## src/rtl/wgather_pkg.sv

```systemverilog
package wgather_pkg;

    typedef enum logic [2:0] {
        SEL_LINE = 3'd0,
        SEL_EN   = 3'd1,
        SEL_BASE = 3'd2,
        SEL_TOP  = 3'd3,
        SEL_PTR  = 3'd4
    } cfg_sel_e;

endpackage

```

## src/rtl/wgather_match.sv

```systemverilog
module wgather_match #(
    parameter int ADDR_W   = 32,
    parameter int LINE_LSB = 5
) (
    input  logic                       valid,
    input  logic                       enable,
    input  logic [ADDR_W-1:0]          addr,
    input  logic [ADDR_W-LINE_LSB-1:0] line,
    output logic                       hit
);
    always_comb begin
        hit = valid && enable && (addr[ADDR_W-1:LINE_LSB] == line);
    end
endmodule

```

## src/rtl/wgather_pack.sv

```systemverilog
module wgather_pack #(
    parameter int DATA_W = 32,
    parameter int BEATS  = 8,
    localparam int CNT_W = $clog2(BEATS + 1)
) (
    input  logic                    clk,
    input  logic                    rst_n,
    input  logic                    push,
    input  logic [DATA_W-1:0]       push_data,
    input  logic                    pop,
    output logic [CNT_W-1:0]        count,
    output logic                    full,
    output logic [BEATS*DATA_W-1:0] line_data
);
    typedef struct packed {
        logic [CNT_W-1:0]               cnt;
        logic [BEATS-1:0][DATA_W-1:0]   beats;
    } pack_t;

    pack_t s_d, s_q;

    always_comb begin
        s_d = s_q;
        if (pop) begin
            s_d.cnt = '0;
        end else if (push && (s_q.cnt != CNT_W'(BEATS))) begin
            for (int k = 0; k < BEATS; k++) begin
                if (s_q.cnt == CNT_W'(k)) begin
                    s_d.beats[k] = push_data;
                end
            end
            s_d.cnt = s_q.cnt + CNT_W'(1);
        end
    end

    always_ff @(posedge clk) begin
        if (!rst_n) begin
            s_q <= '0;
        end else begin
            s_q <= s_d;
        end
    end

    assign count     = s_q.cnt;
    assign full      = (s_q.cnt == CNT_W'(BEATS));
    assign line_data = s_q.beats;

    assert_count_bound_R2: assert property (@(posedge clk) disable iff (!rst_n)
        s_q.cnt <= CNT_W'(BEATS));

    assert_push_grows_R2: assert property (@(posedge clk) disable iff (!rst_n)
        (push && !pop && !full) |=> (count == $past(count) + CNT_W'(1)));

    assert_pop_empties_R6: assert property (@(posedge clk) disable iff (!rst_n)
        pop |=> (count == '0));
endmodule

```

## src/rtl/wgather_ring.sv

```systemverilog
module wgather_ring #(
    parameter int PTR_W = 21
) (
    input  logic             clk,
    input  logic             rst_n,
    input  logic             wr_base,
    input  logic             wr_top,
    input  logic             wr_ptr,
    input  logic [PTR_W-1:0] wdata,
    input  logic             advance,
    output logic [PTR_W-1:0] base,
    output logic [PTR_W-1:0] top,
    output logic [PTR_W-1:0] ptr,
    output logic             wrap
);
    typedef struct packed {
        logic [PTR_W-1:0] base;
        logic [PTR_W-1:0] top;
        logic [PTR_W-1:0] ptr;
        logic             wrap;
    } ring_t;

    ring_t r_d, r_q;
    logic [PTR_W-1:0] ptr_inc;

    always_comb begin
        r_d     = r_q;
        ptr_inc = r_q.ptr + PTR_W'(1);
        if (advance) begin
            if (ptr_inc == r_q.top) begin
                r_d.ptr  = r_q.base;
                r_d.wrap = 1'b1;
            end else begin
                r_d.ptr  = ptr_inc;
                r_d.wrap = 1'b0;
            end
        end
        if (wr_base) r_d.base = wdata;
        if (wr_top)  r_d.top  = wdata;
        if (wr_ptr) begin
            r_d.ptr  = wdata;
            r_d.wrap = 1'b0;
        end
    end

    always_ff @(posedge clk) begin
        if (!rst_n) begin
            r_q <= '0;
        end else begin
            r_q <= r_d;
        end
    end

    assign base = r_q.base;
    assign top  = r_q.top;
    assign ptr  = r_q.ptr;
    assign wrap = r_q.wrap;

    assert_ring_step_R7: assert property (@(posedge clk) disable iff (!rst_n)
        (advance && !wr_ptr && !wr_base) |=>
            ((ptr == $past(ptr) + PTR_W'(1) && !wrap) || (ptr == $past(base) && wrap)));

    assert_ring_wrap_R8: assert property (@(posedge clk) disable iff (!rst_n)
        (advance && !wr_ptr && !wr_base && (ptr + PTR_W'(1) == top)) |=>
            (wrap && ptr == $past(base)));

    assert_wrap_clear_R9: assert property (@(posedge clk) disable iff (!rst_n)
        (advance && !wr_ptr && (ptr + PTR_W'(1) != top)) |=> !wrap);
endmodule

```

## src/rtl/wgather_top.sv

```systemverilog
module wgather_top #(
    parameter int               ADDR_W = 32,
    parameter int               DATA_W = 32,
    parameter int               BEATS  = 8,
    parameter int               PTR_W  = 21,
    parameter logic [ADDR_W-1:0] WINDOW = 32'h0C00_8000
) (
    input  logic                    clk,
    input  logic                    rst_n,
    input  logic                    st_valid,
    input  logic [ADDR_W-1:0]       st_addr,
    input  logic [DATA_W-1:0]       st_data,
    output logic                    st_ready,
    output logic                    pt_valid,
    output logic [ADDR_W-1:0]       pt_addr,
    output logic [DATA_W-1:0]       pt_data,
    input  logic                    cfg_we,
    input  logic [2:0]              cfg_sel,
    input  logic [ADDR_W-1:0]       cfg_wdata,
    output logic [ADDR_W-1:0]       cfg_rdata,
    output logic                    bu_valid,
    input  logic                    bu_ready,
    output logic [ADDR_W-1:0]       bu_addr,
    output logic [BEATS*DATA_W-1:0] bu_data
);
    import wgather_pkg::*;

    localparam int LINE_LSB = $clog2(BEATS * DATA_W / 8);
    localparam int LINE_W   = ADDR_W - LINE_LSB;
    localparam int CNT_W    = $clog2(BEATS + 1);
    localparam int PAD_W    = ADDR_W - PTR_W - LINE_LSB;
    localparam logic [LINE_W-1:0] WIN_LINE = WINDOW[ADDR_W-1:LINE_LSB];

    typedef struct packed {
        logic [LINE_W-1:0] line;
        logic              en;
    } cfg_t;

    cfg_t cfg_d, cfg_q;
    cfg_sel_e sel;

    logic              hit, push, pop, full, not_empty, ring_mode, accept;
    logic [CNT_W-1:0]  count;
    logic [PTR_W-1:0]  base, top, ptr;
    logic              wrap;

    assign sel = cfg_sel_e'(cfg_sel);

    always_comb begin
        cfg_d = cfg_q;
        if (cfg_we && sel == SEL_LINE) cfg_d.line = cfg_wdata[ADDR_W-1:LINE_LSB];
        if (cfg_we && sel == SEL_EN)   cfg_d.en   = cfg_wdata[0];
    end

    always_ff @(posedge clk) begin
        if (!rst_n) begin
            cfg_q <= '0;
        end else begin
            cfg_q <= cfg_d;
        end
    end

    wgather_match #(.ADDR_W(ADDR_W), .LINE_LSB(LINE_LSB)) u_match (
        .valid  (st_valid),
        .enable (cfg_q.en),
        .addr   (st_addr),
        .line   (cfg_q.line),
        .hit    (hit)
    );

    wgather_pack #(.DATA_W(DATA_W), .BEATS(BEATS)) u_pack (
        .clk       (clk),
        .rst_n     (rst_n),
        .push      (push),
        .push_data (st_data),
        .pop       (pop),
        .count     (count),
        .full      (full),
        .line_data (bu_data)
    );

    wgather_ring #(.PTR_W(PTR_W)) u_ring (
        .clk     (clk),
        .rst_n   (rst_n),
        .wr_base (cfg_we && sel == SEL_BASE),
        .wr_top  (cfg_we && sel == SEL_TOP),
        .wr_ptr  (cfg_we && sel == SEL_PTR),
        .wdata   (cfg_wdata[LINE_LSB +: PTR_W]),
        .advance (accept && ring_mode),
        .base    (base),
        .top     (top),
        .ptr     (ptr),
        .wrap    (wrap)
    );

    always_comb begin
        not_empty = (count != '0);
        ring_mode = (cfg_q.line == WIN_LINE);
        st_ready  = !(hit && full);
        push      = hit && !full;
        pt_valid  = st_valid && !hit;
        pt_addr   = st_addr;
        pt_data   = st_data;
        bu_valid  = full;
        accept    = full && bu_ready;
        pop       = accept;
        if (ring_mode) begin
            bu_addr = {{PAD_W{1'b0}}, ptr, {LINE_LSB{1'b0}}};
        end else begin
            bu_addr = {cfg_q.line, {LINE_LSB{1'b0}}};
        end
        case (sel)
            SEL_LINE: cfg_rdata = {cfg_q.line, {(LINE_LSB-1){1'b0}}, not_empty};
            SEL_EN:   cfg_rdata = {{(ADDR_W-1){1'b0}}, cfg_q.en};
            SEL_BASE: cfg_rdata = {{PAD_W{1'b0}}, base, {LINE_LSB{1'b0}}};
            SEL_TOP:  cfg_rdata = {{PAD_W{1'b0}}, top, {LINE_LSB{1'b0}}};
            SEL_PTR:  cfg_rdata = {{(PAD_W-1){1'b0}}, wrap, ptr, {LINE_LSB{1'b0}}};
            default:  cfg_rdata = '0;
        endcase
    end

    assert_hold_burst_R5: assert property (@(posedge clk) disable iff (!rst_n)
        (bu_valid && !bu_ready) |=> (bu_valid && $stable(bu_data)));

    assert_empty_no_burst_R4: assert property (@(posedge clk) disable iff (!rst_n)
        !not_empty |-> !bu_valid);

    assert_stall_full_R6: assert property (@(posedge clk) disable iff (!rst_n)
        (bu_valid && st_valid && cfg_q.en && st_addr[ADDR_W-1:LINE_LSB] == cfg_q.line)
            |-> !st_ready);

    assert_ptr_still_R10: assert property (@(posedge clk) disable iff (!rst_n)
        (accept && !ring_mode && !cfg_we) |=> ($stable(ptr) && $stable(wrap)));
endmodule

```

## config.mk

```make
export PLATFORM = sky130hd
export DESIGN_NAME = wgather_top
export DESIGN_NICKNAME = d
export VERILOG_FILES = /design/src/rtl/wgather_pkg.sv /design/src/rtl/wgather_match.sv /design/src/rtl/wgather_pack.sv /design/src/rtl/wgather_ring.sv /design/src/rtl/wgather_top.sv
export SDC_FILE = /design/constraint.sdc
export NUM_CORES = 1
export LEC_CHECK = 0
export ABC_CLOCK_PERIOD_IN_PS = 3100
export BUFFER_PORTS_ARGS = -buffer_cell sky130_fd_sc_hd__buf_2
export CAP_MARGIN = 10
export CORE_UTILIZATION = 30
export CTS_CLUSTER_DIAMETER = 40
export CTS_CLUSTER_SIZE = 12
export DETAILED_ROUTE_END_ITERATION = 7
export GPL_ROUTABILITY_DRIVEN = 0
export PLACE_DENSITY = 0.52
export SYNTH_ARGS = -nofsm -noshare
export SYNTH_HDL_FRONTEND = slang
export SYNTH_SLANG_ARGS = --single-unit
export TNS_END_PERCENT = 20
```

## constraint.sdc

```tcl
create_clock -name clk -period 3.1 [get_ports clk]
set_clock_uncertainty 0.15 [all_clocks]
set_input_delay 0.465 -clock clk [delete_from_list [all_inputs] [get_ports clk]]
set_output_delay 0.465 -clock clk [all_outputs]
set_load 0.02 [all_outputs]
```

==> results.rst <==
.. list-table::
   :header-rows: 1

   * - Metric
     - Value
   * - Antenna violations before repair
     - 0
   * - Most common library cells after synthesis
     - 352 x sky130_fd_sc_hd__dfxtp_1, 278 x sky130_fd_sc_hd__nor2b_1, 258 x sky130_fd_sc_hd__mux2i_1, 186 x sky130_fd_sc_hd__nand2_1, 116 x sky130_fd_sc_hd__clkbuf_1
   * - Area added between synthesis and finish
     - 34.0%
   * - Clock Pin Slew Worst Setup and Hold Paths
     - 0.04 ns
   * - Number of buffers inserted during clock tree synthesis
     - 69
   * - Maximum root-to-sink buffer count
     - 3
   * - Total cell area at the placement stage
     - 19,400 um2
   * - Total power after layout
     - 13.0 mW
   * - Multi-input combinational cell area
     - 8410 um2
   * - Portion of total power attributed to combinational logic
     - 5.7%
   * - Count of yosys warnings during synthesis
     - 0
   * - Grt met2 use
     - 33.6%
   * - # fillers
     - 5,399
   * - Reg2Reg Launch Point
     - u_ring.ptr[0]$_SDFFE_PN0P_
   * - First drt pass iteration count
     - 6
   * - Via count of the first global-routing pass
     - 13,300
   * - Portion of total power attributed to sequential cells
     - 35.3%
   * - Most frequent cell after synthesis
     - sky130_fd_sc_hd__dfxtp_1
   * - Share of Yosys cell area claimed by the top area cell type
     - 42.6%
   * - Max Fanout on Critical Path
     - 23
   * - Cell internal power dissipation
     - 9.76 mW
   * - FP Rows
     - 85
   * - WL final
     - 57.5 mm
   * - Max-slew headroom at the worst pin
     - 41.6%
   * - Share of async-settable or async-resettable flops after synthesis
     - 0%
   * - Post-route antenna net violation count
     - 0
   * - Average instance area after synthesis
     - 9.59 um2
   * - Share of the cycle needed by the critical path after routing
     - 97.9%
   * - Register Area
     - 7060 um2
   * - Area inside the core boundary
     - 54,100 um2
   * - Number of flops mapped to enable cells by yosys
     - 0
   * - Synth Instances
     - 1,723
   * - Detailed placer's ending HPWL
     - 40.3 mm
   * - Maximum vdd ir drop
     - 0.317 mV
   * - Area enclosed by the die boundary
     - 56,000 um2
   * - Arrival time reported for the critical path endpoint
     - 2.42 ns
   * - Psw
     - 3.24 mW
   * - Worst min path class
     - primary input to flip-flop
   * - Leakage Power
     - 11.2 nW
   * - Critical path capture point type
     - output port
   * - Average wire per cell in the routed design
     - 19.9 um
   * - Run status
     - finished, final reports clean
   * - Part of the Yosys area used for sequential elements
     - 42.6%
   * - Final setup viols
     - 0
   * - Maximum clock frequency
     - 330 MHz
   * - Switching power share of the total
     - 24.9%
   * - Final global-route overflow total
     - 0
   * - Die width
     - 237 um
   * - Worst hold slack across all endpoints
     - 0.0442 ns
   * - Worst min-delay path startpoint
     - cfg_wdata[26]
   * - Drc violations
     - 0
   * - Most used flip-flop cell after synthesis
     - sky130_fd_sc_hd__dfxtp_1
   * - Maximum level of the CTS H-tree
     - 3
   * - Yosys reg bits
     - 352
   * - Non-Filler Instances
     - 2,887
   * - Power density cells
     - 587 nW/um2
   * - Global routing usage on met1
     - 24.6%
   * - Overall die height
     - 237 um
   * - Ports
     - 491
   * - Sinks on Clock Net
     - 352
   * - Clock network fraction of design power
     - 59.0%
   * - Largest cells by area after synthesis
     - sky130_fd_sc_hd__dfxtp_1 43%, sky130_fd_sc_hd__mux2i_1 16%, sky130_fd_sc_hd__nor2b_1 11%
   * - Pin count of the biggest net entering global routing
     - 236
   * - Worst setup timing slack at the placement stage
     - 0.0432 ns
   * - Setup TNS Final
     - 0 ns
   * - Final #Nets
     - 2,242
   * - Setup WS post-layout
     - 0.0660 ns
   * - Share of layout cells above drive strength 1
     - 32.7%
   * - Clock latency at the later pin of the worst-skew pair
     - 0.58 ns
   * - Number of different library cells in the post-synthesis netlist
     - 64
   * - Startpoint kind of the worst setup timing path
     - flip-flop
   * - Actual transition at the worst max-transition pin
     - 0.876 ns
   * - Area of the mapped netlist
     - 16,500 um2
   * - Worst EP required
     - 2.48 ns
   * - Global-route wire length before repair
     - 84.7 mm
   * - Start point of the critical path
     - cfg_q[26]$_SDFFE_PN0P_
   * - Initial drt markers
     - 746
   * - Number of max-slew violations in the final report
     - 0
   * - Layout Utilization
     - 40.9%
   * - TritonCTS clock tree
     - built
   * - Cell count after placement
     - 2,734
   * - Final Cell Area
     - 22,100 um2
   * - GR Util met3
     - 3.93%
   * - Via/cell ratio
     - 4.80
   * - I/O Buffers
     - 467
   * - Unrepaired setup endpoints after global routing
     - true
   * - Via count
     - 13,900
   * - Cell type with the largest total area after synthesis
     - sky130_fd_sc_hd__dfxtp_1
   * - Most crowded layer after global routing
     - met2
   * - Max Cap Viol
     - 0
   * - Starting density of the core
     - 30.5%
   * - GRT Total Usage
     - 19.8%
   * - Time the final worst path needs with I/O delays and setup
     - 3.03 ns
   * - CTS root buf
     - sky130_fd_sc_hd__clkbuf_16
   * - Final hold violation count
     - 0
   * - Worst Path Class, Setup
     - flip-flop to output port
area by class of cell:
class / count / share of cell area (%)
Antenna cell: 1 / 0.0113
Clock buffer: 81 / 8.42
Clock inverter: 47 / 2.62
Inverter: 7 / 0.119
Multi-Input combinational cell: 1139 / 38.0
Sequential cell: 352 / 31.9
Tap cell: 696 / 3.93
Timing Repair Buffer: 564 / 15.0
metal layers:
metal  share of wire (%)  vias to the layer above
met3                 6.0                       90
met5                   0                        -
met2                  48                      546
met1                  43                     6599
met4                 3.1                        0
li1                    -                     6637
sequential cells by signal (all words and copies together), names as in the netlist:
name and flops:
u_pack.line_data 256, cfg_q 28, u_ring.base 21, u_ring.ptr 21, u_ring.top 21, u_pack.count 4, u_ring.wrap 1
power by group through the flow:
stage | Clock, mW | Sequential (mW) | Combinational, mW
after floorplan | 0 | 4.67 | 0.481
after global placement | 0 | 4.68 | 0.703
after detailed placement | 0 | 4.68 | 0.704
after CTS | 7.85 | 4.59 | 0.730
after global routing | 8.09 | 4.59 | 0.780
final | 7.67 | 4.59 | 0.738
placed cells by master, fill, tap and decap left out, types with 15 or more instances in the layout:
cell type,n
sky130_fd_sc_hd__a21o_1,20
sky130_fd_sc_hd__a311o_1,17
sky130_fd_sc_hd__a311oi_1,15
sky130_fd_sc_hd__xnor2_1,29
sky130_fd_sc_hd__dlygate4sd3_1,20
sky130_fd_sc_hd__nand2_1,186
sky130_fd_sc_hd__nor2b_1,278
sky130_fd_sc_hd__clkbuf_16,70
sky130_fd_sc_hd__buf_12,15
sky130_fd_sc_hd__a22oi_1,59
sky130_fd_sc_hd__buf_2,462
sky130_fd_sc_hd__dfxtp_1,343
sky130_fd_sc_hd__buf_4,64
sky130_fd_sc_hd__xor2_1,35
sky130_fd_sc_hd__mux2i_1,258
sky130_fd_sc_hd__a21boi_0,72
cells by family after synthesis:
family / Yosys count / synth area share [%]
and+or+nand+nor: 584 / 19.7
DFF: 352 / 42.6
muxes: 259 / 15.7
buffers and inverters: 241 / 7.48
AOI/OAI and AO/OA: 212 / 10.1
xor gates and xnor gates: 69 / 3.92
adders and majority gates: 5 / 0.379
other: 1 / 0.0227
path summary, 6_finish.rpt:
check / endpoint / slack, ns / cells past startpoint
worst max-delay path: bu_addr[5] / 0.07 / 7
worst min-delay path: cfg_q[22]$_SDFFE_PN0P_ / 0.04 / 3
worst max register to register: u_ring.ptr[10]$_SDFFE_PN0P_ / 0.12 / 9
worst min register to register: u_ring.wrap$_SDFFE_PP0P_ / 0.34 / 2
worst max-delay path, stage by stage (launching register included):
cell	delay, ns
sky130_fd_sc_hd__dfxtp_1	0.38
sky130_fd_sc_hd__nor4_4	0.28
sky130_fd_sc_hd__buf_4	0.16
sky130_fd_sc_hd__nand4_1	0.16
sky130_fd_sc_hd__nor3_2	0.23
sky130_fd_sc_hd__buf_12	0.21
sky130_fd_sc_hd__a21o_1	0.21
sky130_fd_sc_hd__buf_4	0.16
repair_timing:
action                                  in CTS  in global routing
pin swaps                                    1                  3
buffers inserted                             0                  2
hold endpoints to repair                    40                  0
endpoints found under the setup margin      25                 29
gates resized for setup                     14                 14
cloned                                       0                  2
hold buffers                                20                  0
No activity file was read; power rests on OpenSTA's default activity.
